### src/rtl/tdc_enc_pkg.sv
package tdc_enc_pkg;

    // Default geometry of the encoder
    localparam int DEF_TAPS     = 128;
    localparam int DEF_COARSE_W = 16;

    // Status carried along the pipeline with each event
    typedef enum logic [1:0] {
        EV_IDLE  = 2'd0,
        EV_HIT   = 2'd1,
        EV_EMPTY = 2'd2
    } ev_status_e;

    // Bits needed to index a tap
    function automatic int idx_bits(input int taps);
        return (taps > 1) ? $clog2(taps) : 1;
    endfunction

endpackage

### src/rtl/tdc_coarse_counter.sv
module tdc_coarse_counter #(
    parameter int W = 16
) (
    input  logic         clk_i,
    input  logic         rst_i,
    output logic [W-1:0] count_o
);

    always_ff @(posedge clk_i) begin
        if (rst_i) count_o <= '0;
        else       count_o <= count_o + 1'b1;
    end

    // free-running increment
    a_r1_step: assert property (@(posedge clk_i) disable iff (rst_i)
        !$past(rst_i) |-> count_o == W'($past(count_o) + 1'b1));

endmodule

### src/rtl/tdc_edge_finder.sv
module tdc_edge_finder
    import tdc_enc_pkg::*;
#(
    parameter int TAPS     = 128,
    parameter int COARSE_W = 16,
    localparam int IDX_W   = idx_bits(TAPS)
) (
    input  logic                clk_i,
    input  logic                rst_i,
    input  logic                in_vld_i,
    input  logic [TAPS-1:0]     snap_i,
    input  logic [COARSE_W-1:0] coarse_i,
    output ev_status_e          status_o,
    output logic [IDX_W-1:0]    first_o,
    output logic [IDX_W-1:0]    last_o,
    output logic [COARSE_W-1:0] coarse_o
);

    logic [TAPS-1:0]  diff_lo;   // tap differs from tap 0
    logic [TAPS-1:0]  diff_hi;   // tap differs from last tap
    logic [IDX_W-1:0] first_c;
    logic [IDX_W-1:0] last_c;
    logic             trans_c;

    for (genvar g = 0; g < TAPS; g++) begin : g_cmp
        assign diff_lo[g] = snap_i[g] ^ snap_i[0];
        assign diff_hi[g] = snap_i[g] ^ snap_i[TAPS-1];
    end

    assign trans_c = |diff_lo;

    // Lowest index that left the starting level
    always_comb begin
        first_c = '0;
        for (int i = TAPS-1; i >= 1; i--) begin
            if (diff_lo[i]) first_c = IDX_W'(i);
        end
    end

    // One past the highest index not yet at the final level
    always_comb begin
        last_c = '0;
        for (int i = 0; i < TAPS-1; i++) begin
            if (diff_hi[i]) last_c = IDX_W'(i + 1);
        end
    end

    always_ff @(posedge clk_i) begin
        if (rst_i) begin
            status_o <= EV_IDLE;
            first_o  <= '0;
            last_o   <= '0;
            coarse_o <= '0;
        end else begin
            if (!in_vld_i)    status_o <= EV_IDLE;
            else if (trans_c) status_o <= EV_HIT;
            else              status_o <= EV_EMPTY;
            if (in_vld_i) begin
                first_o  <= first_c;
                last_o   <= last_c;
                coarse_o <= coarse_i;
            end
        end
    end

    // the zone never ends before it starts
    a_r4_zone_order: assert property (@(posedge clk_i) disable iff (rst_i)
        status_o == EV_HIT |-> last_o >= first_o);

    // a found transition never sits at tap 0
    a_r2_first_nonzero: assert property (@(posedge clk_i) disable iff (rst_i)
        status_o == EV_HIT |-> first_o != '0);

endmodule

### src/rtl/tdc_midpoint.sv
module tdc_midpoint
    import tdc_enc_pkg::*;
#(
    parameter int TAPS     = 128,
    parameter int COARSE_W = 16,
    localparam int IDX_W   = idx_bits(TAPS),
    localparam int FINE_W  = IDX_W + 1
) (
    input  logic                       clk_i,
    input  logic                       rst_i,
    input  ev_status_e                 status_i,
    input  logic [IDX_W-1:0]           first_i,
    input  logic [IDX_W-1:0]           last_i,
    input  logic [COARSE_W-1:0]        coarse_i,
    output logic [COARSE_W+FINE_W-1:0] stamp_o,
    output logic [IDX_W-1:0]           zone_w_o,
    output logic                       vld_o,
    output logic                       empty_o
);

    logic [FINE_W-1:0] mid_c;
    logic [IDX_W-1:0]  width_c;

    assign mid_c   = {1'b0, first_i} + {1'b0, last_i};
    assign width_c = last_i - first_i;

    always_ff @(posedge clk_i) begin
        if (rst_i) begin
            stamp_o  <= '0;
            zone_w_o <= '0;
            vld_o    <= 1'b0;
            empty_o  <= 1'b0;
        end else begin
            vld_o   <= (status_i == EV_HIT);
            empty_o <= (status_i == EV_EMPTY);
            if (status_i == EV_HIT) begin
                stamp_o  <= {coarse_i, mid_c};
                zone_w_o <= width_c;
            end
        end
    end

    // the two flags exclude each other
    a_r5_flags_excl: assert property (@(posedge clk_i) disable iff (rst_i)
        !(vld_o && empty_o));

    // outputs move only with a valid event
    a_r5_hold: assert property (@(posedge clk_i) disable iff (rst_i)
        !vld_o |-> ($stable(stamp_o) && $stable(zone_w_o)));

    // F+L and L-F share parity
    a_r4_parity: assert property (@(posedge clk_i) disable iff (rst_i)
        vld_o |-> stamp_o[0] == zone_w_o[0]);

endmodule

### src/rtl/tdc_bubble_encoder.sv
module tdc_bubble_encoder
    import tdc_enc_pkg::*;
#(
    parameter int TAPS     = DEF_TAPS,
    parameter int COARSE_W = DEF_COARSE_W,
    localparam int IDX_W   = idx_bits(TAPS),
    localparam int FINE_W  = IDX_W + 1,
    localparam int STAMP_W = COARSE_W + FINE_W
) (
    input  logic               clk_i,
    input  logic               rst_i,
    input  logic               hit_i,
    input  logic [TAPS-1:0]    taps_i,
    output logic [STAMP_W-1:0] stamp_o,
    output logic [IDX_W-1:0]   zone_w_o,
    output logic               stamp_vld_o,
    output logic               no_edge_o
);

    typedef struct packed {
        logic                vld;
        logic [COARSE_W-1:0] coarse;
        logic [TAPS-1:0]     snap;
    } capture_t;

    logic [COARSE_W-1:0] count;
    capture_t            cap_q;
    ev_status_e          st2;
    logic [IDX_W-1:0]    first2;
    logic [IDX_W-1:0]    last2;
    logic [COARSE_W-1:0] coarse2;

    tdc_coarse_counter #(.W(COARSE_W)) u_count (
        .clk_i   (clk_i),
        .rst_i   (rst_i),
        .count_o (count)
    );

    // Stage 1: capture snapshot and coarse count together
    always_ff @(posedge clk_i) begin
        if (rst_i) begin
            cap_q <= '0;
        end else begin
            cap_q.vld <= hit_i;
            if (hit_i) begin
                cap_q.coarse <= count;
                cap_q.snap   <= taps_i;
            end
        end
    end

    // Stage 2: locate zone boundaries
    tdc_edge_finder #(.TAPS(TAPS), .COARSE_W(COARSE_W)) u_find (
        .clk_i    (clk_i),
        .rst_i    (rst_i),
        .in_vld_i (cap_q.vld),
        .snap_i   (cap_q.snap),
        .coarse_i (cap_q.coarse),
        .status_o (st2),
        .first_o  (first2),
        .last_o   (last2),
        .coarse_o (coarse2)
    );

    // Stage 3: midpoint and width
    tdc_midpoint #(.TAPS(TAPS), .COARSE_W(COARSE_W)) u_mid (
        .clk_i    (clk_i),
        .rst_i    (rst_i),
        .status_i (st2),
        .first_i  (first2),
        .last_i   (last2),
        .coarse_i (coarse2),
        .stamp_o  (stamp_o),
        .zone_w_o (zone_w_o),
        .vld_o    (stamp_vld_o),
        .empty_o  (no_edge_o)
    );

    // every result traces back to a strobe three clocks earlier
    a_r6_origin: assert property (@(posedge clk_i) disable iff (rst_i)
        (stamp_vld_o || no_edge_o) |-> $past(hit_i, 3));

    // every strobe yields a result three clocks later
    a_r6_answer: assert property (@(posedge clk_i) disable iff (rst_i)
        hit_i |-> ##3 (stamp_vld_o || no_edge_o));

endmodule

### config.mk
export PLATFORM = sky130hd
export DESIGN_NAME = tdc_bubble_encoder
export DESIGN_NICKNAME = d
export VERILOG_FILES = /design/src/rtl/tdc_enc_pkg.sv /design/src/rtl/tdc_coarse_counter.sv /design/src/rtl/tdc_edge_finder.sv /design/src/rtl/tdc_midpoint.sv /design/src/rtl/tdc_bubble_encoder.sv
export SDC_FILE = /design/constraint.sdc
export NUM_CORES = 1
export LEC_CHECK = 0
export ABC_AREA = 1
export CAP_MARGIN = 20
export CORE_UTILIZATION = 38
export DETAILED_ROUTE_END_ITERATION = 6
export DONT_BUFFER_PORTS = 1
export SKIP_LAST_GASP = 1
export SLEW_MARGIN = 15
export SYNTH_ARGS = -nofsm -noshare
export SYNTH_HDL_FRONTEND = slang
export SYNTH_SLANG_ARGS = --single-unit
### constraint.sdc
create_clock -name clk_i -period 9.2 [get_ports clk_i]
set_input_delay 1.84 -clock clk_i [delete_from_list [all_inputs] [get_ports clk_i]]
set_output_delay 1.84 -clock clk_i [all_outputs]
set_load 0.005 [all_outputs]
[After elaboration in Yosys (flattened, before gate mapping)]
Index checks and enable logic that the tools add are counted.
Storage, ports and cells
  input bits: 131
  word-level logic and storage cells: 528
  register bits: 226
  output and inout port bits: 33
Operators by class
  multiplexer cells: 255
  reduce and logical (&&, ||, !) cells: 2
  add/subtract/negate cells: 3
  eq/ne operators: 2
  bitwise logic cells: 254
Operators by type and width (number)
  $mux 7: 191
  $xor 1x1->1: 253
  $mux 6: 32
  $reduce_or 127->1: 1
  $mux 5: 16
  $mux 4: 8
  $add 16x1->16 const B: 1
  $mux 3: 4
  $add 7x7->8: 1
  $sub 7x7->7: 1
  $mux 2: 3
  $eq 2x1->1 const B: 1
  $eq 2x2->1 const B: 1
  $reduce_or 2->1: 1
  $mux 1: 1
  $not 1->1: 1

[Longest topological paths before layout]
  word-level depth: 128
  mapped depth: 129
  gate-level depth less buffers: 129

[Cells and area by module]
A second synthesis with hierarchy kept.
Second synthesis, totals
  cells, all modules: 2419
  area, all modules: 14961.8 µm²
Modules (own cells, without submodules)
  tdc_edge_finder: area each 6531.3 µm², instances 1, seq. area each 640.6 µm², cells each 1147
  tdc_bubble_encoder: area each 5938.2 µm², instances 1, seq. area each 2902.8 µm², cells each 915
  tdc_midpoint: area each 1721.7 µm², instances 1, seq. area each 640.6 µm², cells each 244
  tdc_coarse_counter: area each 770.7 µm², instances 1, seq. area each 320.3 µm², cells each 113

[Least setup slack after synthesis]
Ideal clock, no wire load.
  path kind: register to register
  start point: register cap_q[127] (netlist bit)
  end point: register u_find.last_o[5]
  setup time: 129 ps
  buffers on the path: 14
  arrival: 6377 ps
  setup slack: 2695 ps
  required time: 9071 ps
  cell stages (with the launch flop): 22
  clock period less this slack: 6505 ps
  cell sequence: dfxtp_1 buf_6 buf_2 buf_2 buf_1 buf_2 buf_2 buf_2 buf_1 clkbuf_1 clkbuf_1 buf_1 buf_1 buf_2 buf_1 xor2_1 nor3b_1 nand2_1 inv_1 nand2_1 nor4_1 a21oi_1
Between the ends
  cells in the longest elaborated chain, start to end: 97
  elaborated cells on any way between the ends: 192
  classes of those cells: mux (96); bitwise (96)
Ends and longest elaborated chain
  from (decl): line tdc_bubble_encoder.sv:27  | capture_t cap_q;
  $xor 1x1->1: line tdc_edge_finder.sv:27  | assign diff_hi[g] = snap_i[g] ^ snap_i[TAPS-1];
  $mux 6 (32 in a row): line tdc_edge_finder.sv:44  | if (diff_hi[i]) last_c = IDX_W'(i + 1);
  $mux 7 (63 in a row): line tdc_edge_finder.sv:44
  $mux 7 (*): line tdc_edge_finder.sv:44
  to (signal assigned): line tdc_edge_finder.sv:60  | last_o <= last_c;
  to (decl): line tdc_edge_finder.sv:15  | output logic [IDX_W-1:0] last_o,
Every way passes the cells marked *; elsewhere a longest branch is shown, timed or not.
A chain may end at the register's enable or synchronous reset.

[Final worst setup path]
  start point: register cap_q[127] (netlist bit)
  end point: register u_find.last_o[0]
Between the ends
  cells in the longest elaborated chain, start to end: 128
  elaborated cells on any way between the ends: 254
  classes of those cells: mux (127); bitwise (127)
Ends and longest elaborated chain (line)
  $xor 1x1->1: tdc_edge_finder.sv:27
  $mux 1: tdc_edge_finder.sv:44
  $mux 2 (2 in a row): tdc_edge_finder.sv:44
  $mux 3 (4 in a row): tdc_edge_finder.sv:44
  $mux 4 (8 in a row): tdc_edge_finder.sv:44
  $mux 5 (16 in a row): tdc_edge_finder.sv:44
  $mux 6 (32 in a row): tdc_edge_finder.sv:44
  $mux 7 (63 in a row): tdc_edge_finder.sv:44
  $mux 7 (*): tdc_edge_finder.sv:44
Marks and branches as above.

==> flow_metrics.py <==
metrics = {
    "clock_network": {
        "clockRootBuffer": "clkbuf_16",
        "cts_tree": "done",
        "path_clk_slew_ns": 0.06,
        "cts_max_level": 1,
        "cts_inserted_buffers": 26,
        "cts_num_sinks": 225,
        "cts_hold_buf": 0,
        "cts_buffer_depth": 3,
        "clk_latency_ns": 0.54,
    },
    "sta": {
        "hold_viol": 0,
        "tightestPinTransition_ns": 1.08,
        "tns_ns": 0,
        "post-route-period-util_pct": 83.4,
        "finClkSkew_ns": 0.00580,
        "drv_slew": 0,
        "fin_ws_ns": 1.52,
        "rsz0062_at_grt": "false",
        "fmax_mhz": 130,
        "finalCriticalPeriod_ns": 7.68,
        "setup_viol": 0,
        "relSlewSlack_pct": 28.3,
    },
    "finish": {
        "final_area_um2": 14500,
        "final_layout_size_suffix_gt1_share_pct": 3.15,
        "nNetsFinal": 2099,
        "final_cells": 2425,
        "area_growth_pct": 8.67,
        "num-fill-cells": 3756,
    },
    "yosys": {
        "async_reset_ff_share_pct": 0,
        "synth_xor_area_share_pct": 17.1,
        "synth_adder_area_share_pct": 1.61,
        "synth_edf_count": 0,
        "netlist.area_leader.share_pct": 33.7,
        "synth_area_leaders": "dfxtp_1 34%, xnor2_1 16%, nor2_1 14%",
        "netlist_instances": 2009,
        "syn_area_per_cell_um2": 6.65,
        "synth_top_family_by_area": "simple AND/OR/NAND/NOR gates",
        "yosysMostFrequentCell": "nor2_1",
        "synth_compound_area_share_pct": 12.6,
        "synthFlopType": "dfxtp_1",
        "ys_types": 43,
        "yosys.area.top_type": "dfxtp_1",
        "netlist_area_um2": 13400,
        "synth-seq-area-share_pct": 33.7,
        "yosys.area_share.simple_pct": 29.1,
        "yosysWarnings": 0,
        "synth_nets": 2156,
        "synth_seq_cells": 225,
        "synthMuxAreaShare_pct": 0,
        "synth_commonest_cells": "509 x nor2_1, 458 x nand2_1, 247 x xnor2_1",
    },
    "placed_design": {
        "place_ws_ns": 1.35,
        "hpwl_um": 23000,
        "dpl_cell_area_um2": 13500,
        "dp.cells": 2377,
        "gp_congestion": 0.831,
        "port_buffers": 0,
    },
    "routing": {
        "drc": 0,
        "vias_per_cell": 4.75,
        "vias": 11500,
        "wl_per_cell_um": 13.2,
        "drtIter0Drc": 509,
        "first_pass_iters": 5,
        "antenna_left": 0,
        "wl_um": 31900,
    },
    "critical_path": {
        "cp_data_arrival_time_ns": 8.15,
        "crit_fanout": 19,
        "cp_common_cell": "nand2_1",
        "crit_type": "register to register",
        "cpPeakStageDelay_ns": 0.45,
        "cp.required_ns": 9.67,
        "crit_slowest_cell": "dfxtp_4",
        "critPathCaptureType": "register",
        "crit_path_start_kind": "register",
    },
    "floorplanning": {
        "die_width_um": 190,
        "initial_utilization_pct": 38.7,
        "die_area_um2": 35900,
        "io_pins": 164,
        "coreArea_um2": 34500,
        "die_h_um": 190,
        "rows": 68,
    },
    "run_status": {
        "run_status": "complete, no violations",
    },
    "power_and_ir_drop": {
        "leakagePower_nw": 6.07,
        "ir_drop_mv": 0.140,
        "power_density_nw_per_um2": 194,
        "total_power_mw": 2.82,
    },
    "global_route": {
        "overflow": 0,
        "grt_max_degree": 153,
        "antenna_found_initial": 3,
        "grt_pass1_wl_um": 52500,
        "grt_use_total_pct": 17.6,
        "grt_pass1_vias": 10700,
    },
    "worst_hold_path": {
        "hp-class": "register to register",
    },
    "job": {
        "drv_cap": 0,
    },
}
-- worst max-delay path, delay by kind of cell, from the launching register on --
family,cells,cell delay [ns]
AND/OR/NAND/NOR,103,5.92
XOR/XNOR,1,0.41
AO/OA/AOI/OAI,9,0.92
flip-flops,1,0.45
-- power breakdown --
group | internal (mW) | switching, mW | leakage [nW]
combinational | 0.250 | 0.364 | 3.76
clock | 0.699 | 0.414 | 0.443
sequential | 1.03 | 0.0634 | 1.86
-- cells in the final DEF, fill, tap and decap left out, types with 3 or more instances in the layout --
master,netlist,layout
clkinv_2,0,3
a31oi_1,10,10
nand3_1,14,14
bufinv_16,0,6
nor2_1,509,509
buf_4,6,7
nor3_1,11,11
o31ai_1,7,7
ha_1,14,14
nand2_1,458,458
o21ai_1,4,4
xnor2_1,247,247
o21bai_1,6,6
o211ai_1,4,4
clkbuf_1,63,4
clkbuf_16,0,26
and2_1,3,3
a21oi_1,62,62
nor4_1,8,8
o21ai_0,214,214
clkbuf_8,0,3
xor2_1,11,11
dfxtp_1,225,223
inv_1,81,79
-- state kept, by name, summed over array words and instances, names as in the netlist --
| signal | cells |
|---|---|
| cap_q | 145 |
| u_mid.stamp_o | 23 |
| u_count.count_o | 16 |
| u_find.coarse_o | 16 |
| u_find.first_o | 7 |
| u_find.last_o | 7 |
| u_mid.zone_w_o | 7 |
| u_find.status_o | 2 |
| u_mid.empty_o | 1 |
| u_mid.vld_o | 1 |
-- path summary, 6_finish.rpt --
| path | start | endpoint | slack (ns) | depth (start not counted) |
|---|---|---|---|---|
| worst min-delay path | u_find.status_o[0] | u_mid.empty_o | 0.42 | 1 |
| worst max register to register | cap_q[127] | u_find.last_o[0] | 1.52 | 113 |
| worst min register to register | u_find.status_o[0] | u_mid.empty_o | 0.42 | 1 |
| worst max-delay path | cap_q[127] | u_find.last_o[0] | 1.52 | 113 |
-- through the flow --
step / hold WS, ns / util (%)
2_1_floorplan: 0.398 / -
3_3_place_gp: 0.419 / 39.2
3_5_place_dp: 0.413 / 39.2
4_1_cts: 0.424 / 41.9
5_1_grt: 0.438 / 42.0
6_report: 0.424 / 42.1
-- cell families after synthesis --
family,after synthesis
simple gates,1012
compound gates,318
xor+xnor,260
flops,225
buf+inv,178
fa+ha+maj,16
-- layout make-up --
cell class / instances / area [um2] / share of cell area (%)
Multi-Input combinational cell: 1606 / 8080 / 55.6
Antenna cell: 2 / 5.00 / 0.0345
Timing Repair Buffer: 10 / 121 / 0.835
Sequential cell: 225 / 4510 / 31.1
Clock inverter: 12 / 226 / 1.56
Clock buffer: 32 / 693 / 4.77
Inverter: 83 / 317 / 2.18
Tap cell: 455 / 569 / 3.92
-- what timing repair did --
| action | in CTS | in global routing |
|---|---|---|
| resized for setup | 0 | 2 |
| endpoints found under the setup margin | 0 | 1 |
| buffers inserted | 0 | 1 |
-- layer usage --
metal,vias to the layer above,track usage (%),wire length [um]
met1,5115,24.3,16000
met4,2,3.54,456
li1,6206,-,-
met2,174,28.6,13900
met5,-,0,13
met3,32,3.38,1540
No activity file was read; power rests on OpenSTA's default activity.
